File: src/rtl/rxr_pkg.sv
package rxr_pkg;

    localparam int LEN_W = 11;

    typedef enum logic [3:0] {
        ST_IDLE,
        ST_FETCH_PTR,
        ST_FETCH_CTL,
        ST_RECV,
        ST_BUF_WR,
        ST_WR_INFO,
        ST_WR_HASH,
        ST_ADVANCE,
        ST_DROP
    } rxr_state_e;

    localparam logic [2:0] REGA_CTRL      = 3'd0;
    localparam logic [2:0] REGA_DESC_BASE = 3'd1;
    localparam logic [2:0] REGA_STAT_BASE = 3'd2;
    localparam logic [2:0] REGA_LAST_IDX  = 3'd3;
    localparam logic [2:0] REGA_PRODUCE   = 3'd4;
    localparam logic [2:0] REGA_CONSUME   = 3'd5;

endpackage

File: src/rtl/rxr_regs.sv
module rxr_regs
    import rxr_pkg::*;
#(
    parameter int IDX_W = 4
) (
    input  logic             clk,
    input  logic             rst_n,
    input  logic             reg_we,
    input  logic [2:0]       reg_addr,
    input  logic [31:0]      reg_wdata,
    output logic [31:0]      reg_rdata,
    input  logic             adv,
    input  logic             set_ovr,
    output logic             rx_en,
    output logic [31:0]      desc_base,
    output logic [31:0]      stat_base,
    output logic [IDX_W-1:0] prod_idx,
    output logic             ring_full
);

    logic [IDX_W-1:0] last_idx;
    logic [IDX_W-1:0] cons_idx;
    logic [IDX_W-1:0] prod_next;
    logic             ovr;
    logic             clr_ovr;

    assign prod_next = (prod_idx == last_idx) ? '0 : prod_idx + 1'b1;
    assign ring_full = (prod_next == cons_idx);
    assign clr_ovr   = reg_we && (reg_addr == REGA_CTRL) && reg_wdata[1];

    always_ff @(posedge clk or negedge rst_n) begin
        if (!rst_n) begin
            rx_en     <= 1'b0;
            ovr       <= 1'b0;
            desc_base <= '0;
            stat_base <= '0;
            last_idx  <= '0;
            cons_idx  <= '0;
            prod_idx  <= '0;
        end else begin
            if (reg_we) begin
                unique case (reg_addr)
                    REGA_CTRL:      rx_en     <= reg_wdata[0];
                    REGA_DESC_BASE: desc_base <= reg_wdata;
                    REGA_STAT_BASE: stat_base <= reg_wdata;
                    REGA_LAST_IDX:  last_idx  <= reg_wdata[IDX_W-1:0];
                    REGA_CONSUME:   cons_idx  <= reg_wdata[IDX_W-1:0];
                    default: ;
                endcase
            end
            if (set_ovr)      ovr <= 1'b1;
            else if (clr_ovr) ovr <= 1'b0;
            if (adv) prod_idx <= prod_next;
        end
    end

    always_comb begin
        reg_rdata = '0;
        unique case (reg_addr)
            REGA_CTRL:      reg_rdata = {30'd0, ovr, rx_en};
            REGA_DESC_BASE: reg_rdata = desc_base;
            REGA_STAT_BASE: reg_rdata = stat_base;
            REGA_LAST_IDX:  reg_rdata = 32'(last_idx);
            REGA_PRODUCE:   reg_rdata = 32'(prod_idx);
            REGA_CONSUME:   reg_rdata = 32'(cons_idx);
            default:        reg_rdata = '0;
        endcase
    end

    // overrun stays until explicitly cleared
    assert_overrun_sticky_R9: assert property (@(posedge clk) disable iff (!rst_n)
        (ovr && !clr_ovr) |=> ovr);

    // a frame is never committed into a full ring
    assert_no_adv_full_R8: assert property (@(posedge clk) disable iff (!rst_n)
        adv |-> !ring_full);

    // index moves only on a commit pulse
    assert_prod_only_on_adv_R7: assert property (@(posedge clk) disable iff (!rst_n)
        (!adv && !(reg_we && reg_addr == REGA_LAST_IDX)) |=> $stable(prod_idx) || $past(adv));

endmodule

File: src/rtl/rxr_fsm.sv
module rxr_fsm
    import rxr_pkg::*;
#(
    parameter int IDX_W = 4
) (
    input  logic             clk,
    input  logic             rst_n,
    input  logic             rx_en,
    input  logic             ring_full,
    input  logic [31:0]      desc_base,
    input  logic [31:0]      stat_base,
    input  logic [IDX_W-1:0] prod_idx,
    input  logic             s_valid,
    input  logic [7:0]       s_data,
    input  logic             s_last,
    output logic             s_ready,
    output logic             m_req,
    output logic             m_we,
    output logic [31:0]      m_addr,
    output logic [31:0]      m_wdata,
    output logic [3:0]       m_be,
    input  logic [31:0]      m_rdata,
    input  logic             m_ack,
    output logic             adv,
    output logic             set_ovr
);

    rxr_state_e state, nxt;

    logic [31:0]      buf_ptr;
    logic [LEN_W-1:0] size;
    logic [LEN_W-1:0] stored;
    logic [1:0]       lane;
    logic [31:0]      word;
    logic [3:0]       be;
    logic             trunc;
    logic             saw_last;

    logic [31:0]      slot_off;
    logic             keep;
    logic [3:0]       be_upd;
    logic [31:0]      info_word;

    assign slot_off  = 32'(prod_idx) << 3;
    assign keep      = (stored < size);
    assign be_upd    = be | (keep ? (4'b0001 << lane) : 4'b0000);
    assign info_word = {trunc, {(31-LEN_W){1'b0}}, stored - 1'b1};

    // next state
    always_comb begin
        nxt = state;
        unique case (state)
            ST_IDLE:      if (rx_en && s_valid) nxt = ring_full ? ST_DROP : ST_FETCH_PTR;
            ST_FETCH_PTR: if (m_ack) nxt = ST_FETCH_CTL;
            ST_FETCH_CTL: if (m_ack) nxt = ST_RECV;
            ST_RECV: begin
                if (s_valid) begin
                    if (s_last)                  nxt = (be_upd != 4'b0000) ? ST_BUF_WR : ST_WR_INFO;
                    else if (keep && lane == 2'd3) nxt = ST_BUF_WR;
                end
            end
            ST_BUF_WR:    if (m_ack) nxt = saw_last ? ST_WR_INFO : ST_RECV;
            ST_WR_INFO:   if (m_ack) nxt = ST_WR_HASH;
            ST_WR_HASH:   if (m_ack) nxt = ST_ADVANCE;
            ST_ADVANCE:   nxt = ST_IDLE;
            ST_DROP:      if (s_valid && s_last) nxt = ST_IDLE;
            default:      nxt = ST_IDLE;
        endcase
    end

    // state register
    always_ff @(posedge clk or negedge rst_n) begin
        if (!rst_n) state <= ST_IDLE;
        else        state <= nxt;
    end

    // outputs
    always_comb begin
        s_ready = 1'b0;
        m_req   = 1'b0;
        m_we    = 1'b0;
        m_addr  = '0;
        m_wdata = '0;
        m_be    = 4'b0000;
        adv     = 1'b0;
        set_ovr = 1'b0;
        unique case (state)
            ST_IDLE:      set_ovr = rx_en && s_valid && ring_full;
            ST_FETCH_PTR: begin m_req = 1'b1; m_addr = desc_base + slot_off; end
            ST_FETCH_CTL: begin m_req = 1'b1; m_addr = desc_base + slot_off + 32'd4; end
            ST_RECV:      s_ready = 1'b1;
            ST_BUF_WR: begin
                m_req = 1'b1; m_we = 1'b1; m_addr = buf_ptr; m_wdata = word; m_be = be;
            end
            ST_WR_INFO: begin
                m_req = 1'b1; m_we = 1'b1; m_addr = stat_base + slot_off;
                m_wdata = info_word; m_be = 4'b1111;
            end
            ST_WR_HASH: begin
                m_req = 1'b1; m_we = 1'b1; m_addr = stat_base + slot_off + 32'd4;
                m_wdata = '0; m_be = 4'b1111;
            end
            ST_ADVANCE:   adv = 1'b1;
            ST_DROP:      s_ready = 1'b1;
            default: ;
        endcase
    end

    // frame datapath
    always_ff @(posedge clk or negedge rst_n) begin
        if (!rst_n) begin
            buf_ptr  <= '0;
            size     <= '0;
            stored   <= '0;
            lane     <= '0;
            word     <= '0;
            be       <= '0;
            trunc    <= 1'b0;
            saw_last <= 1'b0;
        end else begin
            unique case (state)
                ST_IDLE: begin
                    stored   <= '0;
                    lane     <= '0;
                    word     <= '0;
                    be       <= '0;
                    trunc    <= 1'b0;
                    saw_last <= 1'b0;
                end
                ST_FETCH_PTR: if (m_ack) buf_ptr <= m_rdata;
                ST_FETCH_CTL: if (m_ack) size <= m_rdata[LEN_W-1:0];
                ST_RECV: begin
                    if (s_valid) begin
                        if (keep) begin
                            word[{lane, 3'b000} +: 8] <= s_data;
                            be     <= be_upd;
                            stored <= stored + 1'b1;
                            lane   <= lane + 1'b1;
                        end else begin
                            trunc <= 1'b1;
                        end
                        if (s_last) saw_last <= 1'b1;
                    end
                end
                ST_BUF_WR: begin
                    if (m_ack) begin
                        buf_ptr <= buf_ptr + 32'd4;
                        be      <= '0;
                        word    <= '0;
                    end
                end
                default: ;
            endcase
        end
    end

    // request held steady until acknowledged
    assert_req_hold_R10: assert property (@(posedge clk) disable iff (!rst_n)
        (m_req && !m_ack) |=> (m_req && $stable(m_addr) && $stable(m_we) && $stable(m_wdata)));

    // disabled block stays idle
    assert_disabled_idle_R2: assert property (@(posedge clk) disable iff (!rst_n)
        (state == ST_IDLE && !rx_en) |=> (state == ST_IDLE));

    // stored count never passes the buffer size
    assert_trunc_bound_R6: assert property (@(posedge clk) disable iff (!rst_n)
        (state == ST_RECV) |-> (stored <= size));

    // commit only after the second status word was acknowledged
    assert_adv_after_status_R7: assert property (@(posedge clk) disable iff (!rst_n)
        adv |-> ($past(state) == ST_WR_HASH));

    // a full ring sends the frame to the drop path
    assert_full_drops_R8: assert property (@(posedge clk) disable iff (!rst_n)
        set_ovr |=> (state == ST_DROP));

endmodule

File: src/rtl/rx_ring_writer.sv
module rx_ring_writer
    import rxr_pkg::*;
#(
    parameter int IDX_W = 4
) (
    input  logic        clk,
    input  logic        rst_n,
    input  logic        reg_we,
    input  logic [2:0]  reg_addr,
    input  logic [31:0] reg_wdata,
    output logic [31:0] reg_rdata,
    input  logic        s_valid,
    input  logic [7:0]  s_data,
    input  logic        s_last,
    output logic        s_ready,
    output logic        m_req,
    output logic        m_we,
    output logic [31:0] m_addr,
    output logic [31:0] m_wdata,
    output logic [3:0]  m_be,
    input  logic [31:0] m_rdata,
    input  logic        m_ack
);

    logic             adv;
    logic             set_ovr;
    logic             rx_en;
    logic             ring_full;
    logic [31:0]      desc_base;
    logic [31:0]      stat_base;
    logic [IDX_W-1:0] prod_idx;

    rxr_regs #(.IDX_W(IDX_W)) u_regs (
        .clk       (clk),
        .rst_n     (rst_n),
        .reg_we    (reg_we),
        .reg_addr  (reg_addr),
        .reg_wdata (reg_wdata),
        .reg_rdata (reg_rdata),
        .adv       (adv),
        .set_ovr   (set_ovr),
        .rx_en     (rx_en),
        .desc_base (desc_base),
        .stat_base (stat_base),
        .prod_idx  (prod_idx),
        .ring_full (ring_full)
    );

    rxr_fsm #(.IDX_W(IDX_W)) u_fsm (
        .clk       (clk),
        .rst_n     (rst_n),
        .rx_en     (rx_en),
        .ring_full (ring_full),
        .desc_base (desc_base),
        .stat_base (stat_base),
        .prod_idx  (prod_idx),
        .s_valid   (s_valid),
        .s_data    (s_data),
        .s_last    (s_last),
        .s_ready   (s_ready),
        .m_req     (m_req),
        .m_we      (m_we),
        .m_addr    (m_addr),
        .m_wdata   (m_wdata),
        .m_be      (m_be),
        .m_rdata   (m_rdata),
        .m_ack     (m_ack),
        .adv       (adv),
        .set_ovr   (set_ovr)
    );

    // nothing is requested or accepted straight out of reset
    assert_reset_quiet_R1: assert property (@(posedge clk) disable iff (!rst_n)
        $rose(rst_n) |-> (!m_req && !s_ready));

endmodule

File: config.mk
export PLATFORM = sky130hd
export DESIGN_NAME = rx_ring_writer
export DESIGN_NICKNAME = d
export VERILOG_FILES = /design/src/rtl/rxr_pkg.sv /design/src/rtl/rxr_regs.sv /design/src/rtl/rxr_fsm.sv /design/src/rtl/rx_ring_writer.sv
export SDC_FILE = /design/constraint.sdc
export NUM_CORES = 1
export LEC_CHECK = 0
export ABC_CLOCK_PERIOD_IN_PS = 6200
export BUFFER_PORTS_ARGS = -buffer_cell sky130_fd_sc_hd__clkbuf_2
export CELL_PAD_IN_SITES_DETAIL_PLACEMENT = 1
export CELL_PAD_IN_SITES_GLOBAL_PLACEMENT = 1
export CORE_ASPECT_RATIO = 2
export CORE_MARGIN = 3
export CORE_UTILIZATION = 40
export CTS_CLUSTER_DIAMETER = 150
export CTS_CLUSTER_SIZE = 16
export DETAILED_ROUTE_END_ITERATION = 16
export GPL_TIMING_DRIVEN = 0
export PLACE_DENSITY = 0.8
export SLEW_MARGIN = 20
export SYNTH_ARGS = -nofsm -noshare
export SYNTH_HDL_FRONTEND = slang
export SYNTH_SLANG_ARGS = --single-unit
File: constraint.sdc
create_clock -name clk -period 6.2 [get_ports clk]
set_input_delay 1.24 -clock clk [delete_from_list [all_inputs] [get_ports clk]]
set_output_delay 1.24 -clock clk [all_outputs]
set_load 0.02 [all_outputs]
# Word level (Yosys, flattened, before mapping)
# Cells that the tools add are included.
dict set report totals {
  register_bits 176
  output_inout_bits 103
  input_bits 81
  word_cells 139
}
dict set report op_classes {
  eq_ne 28
  n_reduce_logical 29
  shift 3
  mux 51
  add_sub_neg 10
  n_lt_le_gt_ge 1
  bitwise 1
}
# op count
set op_table {}
lappend op_table {{$pmux 32 s6} 1}
lappend op_table {{$mux 32} 5}
lappend op_table {{$pmux 32 s5} 1}
lappend op_table {{$pmux 32 s2} 2}
lappend op_table {{$add 32x3->32 const B} 3}
lappend op_table {{$pmux 32 s3} 1}
lappend op_table {{$add 32x7->32} 2}
lappend op_table {{$mux 4} 16}
lappend op_table {{$bwmux 32} 1}
lappend op_table {{$pmux 4 s8} 1}
lappend op_table {{$shift 8x7->32 const A} 1}
lappend op_table {{$shiftx 8x7->32} 1}
lappend op_table {{$mux 11} 2}
lappend op_table {{$pmux 11 s2} 1}
lappend op_table {{$eq 4x3->1 const B} 4}
lappend op_table {{$ne 2x2->1 const B} 8}
lappend op_table {{$mux 1} 12}
lappend op_table {{$pmux 4 s3} 1}
lappend op_table {{$reduce_and 2->1} 6}
lappend op_table {{$reduce_and 3->1} 4}
lappend op_table {{$add 11x1->11 const B} 1}
lappend op_table {{$lt 11x11->1} 1}
lappend op_table {{$sub 11x1->11 const B} 1}
lappend op_table {{$reduce_and 9->1} 1}
lappend op_table {{other kinds (30)} 46}

# Longest topological paths before layout
# Gate-level depths: netlist of the first run.
dict set report logic_depth {
  depth_word 8
  depth_mapped 16
  ltp_nobuf 13
}

# Modules after synthesis
# Synthesis of the first run repeated with hierarchy kept, for this count alone.
dict set report unflattened {
  hier_cells 1430
  area_unflattened_um2 12979.9
}
# mod seq_area_each_um2 instances cells_each area_each_um2
set modules_own_cells {}
lappend modules_own_cells {rxr_fsm 2452.4 1 1161 9188.8}
lappend modules_own_cells {rxr_regs 1951.9 1 269 3791.1}

# Least setup slack after synthesis of the first run
# No wires, ideal clock.
dict set report synth_timing {
  path_type {reg2out}
  startpoint {register u_regs.prod_idx[0]}
  endpoint {output m_addr[28]}
  arrival_time_ps 3702
  path_slack_ps 1258
  required_time_ps 4960
  n_path_buf 1
  stages_incl_launch_ff 14
  path_cell_list {dfrtp_1 -> ha_1 -> fa_1 -> a21o_1 -> a21oi_1 -> clkbuf_1 -> nor2_1 -> xnor2_1 -> o32a_1 -> nand4b_1 -> or3_1 -> nor2_1 -> xor2_1 -> o21ai_0}
}
dict set report synth_between {
  elab_chain_cells 3
  word_cells_on_any_way 5
}
# item line
set synth_lines {}
lappend synth_lines {{start, declared} rxr_regs.sv:17} ;# output logic [IDX_W-1:0] prod_idx,
lappend synth_lines {{start signal, assigned} rxr_regs.sv:53} ;# if (adv) prod_idx <= prod_next;
lappend synth_lines {{$add 32x7->32, on equally long branches} -}
lappend synth_lines {{$add 32x3->32, on equally long branches} {rxr_fsm.sv:100, rxr_fsm.sv:90}}
lappend synth_lines {{$pmux 32 s5 *} rxr_fsm.sv:87} ;# unique case (state)
lappend synth_lines {{end, declared} rx_ring_writer.sv:18} ;# output logic [31:0] m_addr,
# Every way passes the cells marked *; elsewhere a longest branch is shown, timed or not.

# Final worst setup path of the first run
dict set report layout_timing {
  startpoint {register u_regs.stat_base[3]}
  endpoint {output m_addr[26]}
}
dict set report layout_between {
  elab_chain_cells 3
}
# item line
set layout_lines {}
lappend layout_lines {{start, declared} rxr_regs.sv:16} ;# output logic [31:0] stat_base,
lappend layout_lines {{start signal, assigned} rxr_regs.sv:45} ;# REGA_STAT_BASE: stat_base <= reg_wdata;
lappend layout_lines {{$add 32x7->32 *} {rxr_fsm.sv:96, rxr_fsm.sv:100}}
lappend layout_lines {{$add 32x3->32} rxr_fsm.sv:100} ;# m_req = 1'b1; m_we = 1'b1; m_addr = stat_base + slot_off + 32'd4;
lappend layout_lines {{$pmux 32 s5 *} rxr_fsm.sv:87}
# Marked as above.

==> metrics.md, run 1 <==
| Metric | Value |
|---|---|
| RSZ-0062 raised after global routing | true |
| Root Buffer | clkbuf_16 |
| Max H-tree Level | 4 |
| Num ports | about 180 |
| Leak pwr | roughly 6.1 nW |
| Worst EP arrival | approximately 4700 ps |
| Hold buffers post-CTS | 0 |
| # DRC | 0 |
| Minimum clock period | ~5900 ps |
| Synth Cell Area | 12,080 µm² |
| First-pass GRT wire length | ~72,000 µm |
| P&R area growth vs syn | 17.06% |
| Die area | roughly 32,000 µm² |
| Post-synthesis cell type count | 77 |
| Period utilisation layout | about 96% |
| Power density over cell area | around 460 nW/µm² |
| Max clock buf depth | 2 |
| Wirelength per Cell | 24.03 µm |
| Synth warn | 0 |
| Top_reg_cell synth | dfrtp_1 |
| Endpoints failing setup | 0 |
| Maximum vdd drop | around 0.30 mV |
| Outcome | complete, no violations |
| Count of state elements after synthesis | about 180 |
| Final hold vios | 0 |
| Sequential share of the synthesized area | a little over a third |
| Port-buffer cells | 183 |
| Fillers | 3,606 |
| Slew @ Worst Pin | 934.2 ps |
| Share of layout cells above drive strength 1 | between 20% and 30% |
| Via count | between 10,000 and 15,000 |
| Initial core utilization | around 41% |
| Final net count | 1,702 |
| CTS tree | done |
| Slew margin rel. | between 30% and 40% |
| Core area | 29,620 µm² |
| Core Rows | 89 |
| Post-route cell area | 14,140 µm² |
| Critical path endpoint category | output port |
| Number of global-route vias before repair | 12,804 |
| Setup bufs post-CTS | 0 |
| Overall routing resource usage | 29.12% |
| Syn Area/Cell | 8.718 µm² |
| Congestion Overflow GR | 0 |
| Crit-path max FO | 10 |
| Initial antenna violation count | 0 |
| Post-synth EDFFs | 0 |
| Vias per cell | between 6 and 7 |
| Max-slew violations | 0 |
| Share of flip-flops with an asynchronous set or reset | 100.0% |
| HPWL reported at the end of detailed placement | between 30,000 and 40,000 µm |
| Die Y | 251.8 µm |
| Largest net degree at the start of global routing | 63 |
| DRT iter0 DRCs | slightly above 600 |
| CTS Buf Count | 17 |
| Clk_skew | about 9.3 ps |
| Mapped Cells | roughly 1,400 |
| Setup Crit Path Kind | reg2out |
| Startpoint types | flip-flop |
| First-pass detailed-route iteration total | 5 |
| Synthesized Nets | 1,499 |
| ANT nets after route | 0 |
| CTS clk-pin slew, worst paths | roughly 70 ps |
| Hold Slack | 483.0 ps |
| Die X | 128.9 µm |
| MaxCap Viol Count | 0 |
| TritonCTS Sinks | roughly 180 |
| Dpl cell area | around 14,000 µm² |
| Min-delay worst type | reg2reg |
| Clk_lat worst skew | roughly 460 ps |
| N_diodes | 0 |
| Final Util | approximately 48% |
| Required time worst endpoint | roughly 5000 ps |
| Gpl congestion | 0.9482 |
| Drt total wl | 47,250 µm |
| Max Clock Freq | about 170 MHz |
## synthesized netlist by cell type, drive strengths merged (9+ instances only)
cell type / n / area, µm²
o22ai: 24 / 150.1
xnor2: 58 / 508.0
mux2i: 22 / 220.2
xor2: 45 / 394.1
inv: 32 / 120.1
clkbuf: 64 / 244.0
nor4: 15 / 100.1
a21oi: 102 / 510.5
nand3: 54 / 280.3
nor2: 104 / 390.4
dfrtp: 176 / 4404
nand2: 164 / 615.6
o21ai: 120 / 600.6
nor3: 21 / 105.1
buf: 21 / 116.4
nor2b: 16 / 100.1
mux2: 84 / 945.9
ha: 30 / 375.4
a22o: 37 / 325.3
nor4b: 10 / 87.58
nand4: 13 / 96.34
and3: 25 / 156.4
or2: 9 / 56.30
a221oi: 9 / 78.83
## per-stage QoR
stage	power [mW]	TNS (ps)	std cells	worst slack, ps
3_5_place_dp	5.296	0	1935	418.3
3_3_place_gp	5.169	0	1933	455.3
6_report	6.461	0	1966	270.9
5_1_grt	6.875	-18.69	1966	-18.69
4_1_cts	6.454	0	1966	117.4
2_1_floorplan	4.046	0	1386	1258
## cell usage in the layout (no fill, tap or decap), drive strengths merged, types with 9 or more instances in the layout
| master | count |
|---|---|
| nor4b | 10 |
| nor4 | 15 |
| nor2 | 104 |
| xor2 | 45 |
| buf | 23 |
| clkbuf | 264 |
| inv | 41 |
| and3 | 25 |
| nor3 | 21 |
| or2 | 9 |
| mux2 | 84 |
| a221oi | 9 |
| nor2b | 16 |
| o21ai | 120 |
| ha | 30 |
| nand3 | 54 |
| xnor2 | 58 |
| a21oi | 102 |
| nand4 | 13 |
| a22o | 37 |
| dfrtp | 176 |
| o22ai | 24 |
| nand2 | 164 |
| mux2i | 22 |
## flip-flops by register name, summed over array words and instances (netlist names)
register          cells
u_regs.desc_base     32
u_regs.prod_idx       4
u_fsm.lane            2
u_fsm.word           32
u_fsm.buf_ptr        32
u_regs.stat_base     32
u_regs.ovr            1
u_fsm.trunc           1
u_regs.cons_idx       4
u_fsm.stored         11
u_fsm.saw_last        1
u_regs.rx_en          1
u_regs.last_idx       4
u_fsm.size           11
u_fsm.state           4
u_fsm.be              4
## worst paths after layout
path	startpoint	to	slack [ps]	cells after the start
min in group asynchronous	rst_n	u_fsm.buf_ptr[27]	730	1
worst min register to register	u_fsm.word[22]	u_fsm.word[22]	480	2
worst min-delay path	u_fsm.word[22]	u_fsm.word[22]	480	2
worst max-delay path	u_regs.stat_base[3]	m_addr[26]	270	14
worst max register to register	u_fsm.stored[0]	u_fsm.word[15]	2850	11
max in group asynchronous	rst_n	u_regs.stat_base[4]	4740	2
## cell type report
type	instances	area, µm²	area share [%]
buffer	85	366.6	2.592
clock buffer	18	429.2	3.034
clock inverter	14	168.9	1.194
inverter	32	120.1	0.8493
multi-input combinational	1092	7219	51.04
sequential	176	4404	31.14
tap	364	455.4	3.220
timing repair buffer	185	979.7	6.927
## critical path, cell delays in order, from the launching register on
cell      delay [ps]
dfrtp_1          420
ha_1             260
fa_1             420
a21o_1           220
a21oi_1          350
clkbuf_2         310
nor2_1            90
xnor2_1          220
o32a_1           430
nand4b_1         380
or3_1            500
nor2_1           150
xnor2_1           70
o21ai_0          190
clkbuf_2         210
## power by group
group	switching, mW	internal, mW
clock network	0.527	0.610
registers	0.414	1.46
logic	2.24	1.20
## timing repair
action	4_1_cts	5_1_grt
resized for setup	1	3
pin swaps	0	0
setup endpoints to repair	5	8
## logic make-up (layout without fill, tap and decap cells)
family          Yosys count  count (layout)  share of synthesized area (%)
compound gates          373             373                          19.57
xor+xnor                103             103                          7.466
fa+ha+maj                32              32                          3.438
buf+inv                 118             334                          4.049
flops                   176             176                          36.45
mux                     106             106                          9.651
simple gates            478             478                          19.37
## metal layers
| metal | vias to the layer above | part of all wire [%] | global-route usage (%) |
|---|---|---|---|
| li1 | 5428 | - | - |
| met1 | 5969 | 33 | 28.22 |
| met2 | 406 | 56 | 55.20 |
| met3 | 162 | 3.9 | 3.771 |
| met4 | 0 | 7.6 | 19.98 |
| met5 | - | 0 | 0 |
Power figures use the tool's default switching activity.
==> run 2, diff against run 1 <==
--- a/config.mk
+++ b/config.mk
@@ -7,8 +7,6 @@
 export LEC_CHECK = 0
 export ABC_CLOCK_PERIOD_IN_PS = 6200
 export BUFFER_PORTS_ARGS = -buffer_cell sky130_fd_sc_hd__clkbuf_2
-export CELL_PAD_IN_SITES_DETAIL_PLACEMENT = 1
-export CELL_PAD_IN_SITES_GLOBAL_PLACEMENT = 1
 export CORE_ASPECT_RATIO = 2
 export CORE_MARGIN = 3
 export CORE_UTILIZATION = 40
@@ -16,7 +14,7 @@
 export CTS_CLUSTER_SIZE = 16
 export DETAILED_ROUTE_END_ITERATION = 16
 export GPL_TIMING_DRIVEN = 0
-export PLACE_DENSITY = 0.8
+export PLACE_DENSITY = 0.65
 export SLEW_MARGIN = 20
 export SYNTH_ARGS = -nofsm -noshare
 export SYNTH_HDL_FRONTEND = slang
==> constraint.sdc (replaced) <==
create_clock -name clk -period 6.2 [get_ports clk]
set_input_delay 0.62 -clock clk [delete_from_list [all_inputs] [get_ports clk]]
set_output_delay 0.62 -clock clk [all_outputs]
set_load 0.02 [all_outputs]
==> metrics.md, run 2 (synthesized netlist as in run 1, its figures left out) <==
| Metric | Value |
|---|---|
| Max-slew violations | 0 (unchanged) |
| Power density over cell area | 449.4 nW/µm² (was 456.8 nW/µm²) |
| Die Y | 251.8 µm (unchanged) |
| Max H-tree Level | 4 (unchanged) |
| Outcome | complete, no violations (unchanged) |
| Reg-to-reg slack, setup | 3040 ps (was 2850 ps) |
| Worst path max stage delay | 480 ps (was 500 ps) |
| Clk_lat worst skew | 460 ps (about the same) |
| Via count | 11,795 (was 11,965) |
| Commonest cells after routing, fill and taps aside | clkbuf_2, dfrtp_1, nand2_1 (unchanged) |
| Overall routing resource usage | 26.21% (was 29.12%) |
| Wirelength per Cell | 21.95 µm (was 24.03 µm) |
| Share of layout cells above drive strength 1 | 21.27% (was 21.41%) |
| Slew @ Worst Pin | 943.3 ps (was 934.2 ps) |
| MaxCap Viol Count | 0 (unchanged) |
| Leak pwr | 6.059 nW (was 6.070 nW) |
| Slew margin rel. | 36.63% (was 37.49%) |
| Setup bufs post-CTS | 0 (unchanged) |
| R2R Path Start | u_fsm.stored[1] (was u_fsm.stored[0]) |
| Die X | 128.9 µm (unchanged) |
| Drt total wl | 43,200 µm (was 47,250 µm) |
| RR Endpoint | u_fsm.word[29] (was u_fsm.word[15]) |
| Slowest stage cell, crit path | or3_1 (unchanged) |
| HPWL reported at the end of detailed placement | 34,240 µm (was 37,440 µm) |
| Post-route cell area | 14,130 µm² (was 14,140 µm²) |
| TritonCTS Sinks | 176 (unchanged) |
| DRT iter0 DRCs | 772 (was 607) |
| Vias per cell | 5.993 (was 6.086) |
| Final hold vios | 0 (unchanged) |
| Port-buffer cells | 183 (unchanged) |
| Clk_skew | 12.61 ps (was 9.302 ps) |
| Initial core utilization | 40.79% (unchanged) |
| ANT nets after route | 0 (unchanged) |
| Final net count | 1,703 (was 1,702) |
| Min-delay worst type | in2async (was reg2reg) |
| First-pass GRT wire length | 65,130 µm (was 72,310 µm) |
| CP Launch Point | u_fsm.state[3] (was u_regs.stat_base[3]) |
| Root Buffer | clkbuf_16 (unchanged) |
| First-pass detailed-route iteration total | 7 (was 5) |
| Number of global-route vias before repair | 11,908 (was 12,804) |
| End of the critical path | m_addr[30] (was m_addr[26]) |
| Die area | 32,450 µm² (unchanged) |
| Core area | 29,620 µm² (unchanged) |
| Gpl congestion | 0.9362 (was 0.9482) |
| Post-CTS resize count | 0 (was 1) |
| CTS tree | done (unchanged) |
| Setup Crit Path Kind | reg2out (unchanged) |
| Final TNS setup | 0 ps (unchanged) |
| Crit-path max FO | 10 (unchanged) |
| RSZ-0062 raised after global routing | false (was true) |
| Num ports | 184 (unchanged) |
| Max clock buf depth | 2 (unchanged) |
| # DRC | 0 (unchanged) |
| Hold buffers post-CTS | 0 (unchanged) |
| Period utilisation layout | 90.46% (was 95.63%) |
| Endpoints failing setup | 0 (unchanged) |
| Startpoint types | flip-flop (unchanged) |
| Max Clock Freq | 178.3 MHz (was 168.7 MHz) |
| Initial antenna violation count | 1 (was 0) |
| Congestion Overflow GR | 0 (unchanged) |
| Crit-path cells | nor4bb_1 -> buf_2 -> buf_4 -> buf_4 -> clkbuf_1 -> nand2_1 -> nand2_1 -> ha_1 -> nor2b_1 -> o21ai_0 -> a2111oi_2 -> nand4b_1 -> or3_1 -> and2b_1 -> xnor2_1 -> o21ai_1 -> clkbuf_2 (was ha_1 -> fa_1 -> a21o_1 -> a21oi_1 -> clkbuf_2 -> nor2_1 -> xnor2_1 -> o32a_1 -> nand4b_1 -> or3_1 -> nor2_1 -> xnor2_1 -> o21ai_0 -> clkbuf_2) |
| Minimum clock period | 5609 ps (was 5929 ps) |
| Maximum vdd drop | 0.3308 mV (was 0.2999 mV) |
| Worst EP arrival | 4990 ps (was 4690 ps) |
| Core Rows | 89 (unchanged) |
| WP depth | 17 (was 14) |
| Leading cell type in the layout, fill and taps excluded | clkbuf_2 (unchanged) |
| Largest net degree at the start of global routing | 84 (was 63) |
| CTS Buf Count | 17 (unchanged) |
| P&R area growth vs syn | 16.95% (was 17.06%) |
| Dpl cell area | 13,520 µm² (unchanged) |
| Critical path endpoint category | output port (unchanged) |
| CTS clk-pin slew, worst paths | 80 ps (was 70 ps) |
| CP Buf/Inv Count | 5 (was 2) |
| Required time worst endpoint | 5580 ps (was 4960 ps) |
| FF-to-FF path depth | 11 (unchanged) |
| Cell family with the largest share of critical-path delay | simple AND/OR/NAND/NOR gates (was compound AO/OA/AOI/OAI gates) |
-- run 2: how the worst min path moves through the flow --
| stage | cells after the start | slack [ps] | startpoint | end |
|---|---|---|---|---|
| after floorplan | 0 | 320 | rst_n | u_fsm.be[0] |
| after detailed placement | 2 | 460 | u_fsm.word[20] | u_fsm.word[20] |
| after global routing | 1 | 80 | rst_n | u_fsm.buf_ptr[16] |
| final | 1 | 50 | rst_n | u_fsm.buf_ptr[18] |
| after global placement | 2 | 460 | u_fsm.word[16] | u_fsm.word[16] |
| after CTS | 1 | 40 | rst_n | u_fsm.buf_ptr[17] |
-- run 2: per-layer routing --
metal	GRT usage (%)	routed length, µm	vias up
met5	0	0	-
met4	18.56	3277	0
met3	3.729	1979	152
met2	48.84	23650	449
met1	25.69	14290	5760
li1	-	-	5434
-- run 2: metrics by stage --
step                      instances  setup slack, ps  hold slack [ps]  util (%)  total power, mW
final                          1968            591.5            52.52     47.71            6.350
after global routing           1968            119.5            76.51     47.71            6.731
after CTS                      1967            607.8            44.15     47.66            6.332
after detailed placement       1935             1114            464.2     45.66            5.205
after global placement         1933             1118            459.4     45.42            5.135
after floorplan                1386             1878            324.4         -            4.046
-- run 2: final cells by class --
cell class,count,area (µm²)
multi-input cells,1092,7208
inverters,32,120.1
repair buffers,185,979.7
clock inverters,15,166.4
clock buffers,17,425.4
plain buffers,86,369.1
flip-flops and latches,176,4404
well taps,364,455.4
fillers,2938,15490
diodes,1,2.502
-- run 2: worst reg2reg max path: stages, from the launching register on --
cell and delay (ps):
dfrtp_1 480, ha_1 330, a21o_1 180, a21o_1 180, a21oi_1 140, o21ai_1 140
a21oi_1 320, o211ai_1 210, a21oi_1 510, clkbuf_1 350, nand3_1 130, o21ai_0 120
-- run 2: where the power goes --
| part | leakage (nW) | internal [mW] | switching, mW | total, mW |
|---|---|---|---|---|
| combinational | 3.58 | 1.20 | 2.17 | 3.37 |
| sequential | 2.19 | 1.46 | 0.408 | 1.87 |
| clock | 0.288 | 0.575 | 0.534 | 1.11 |
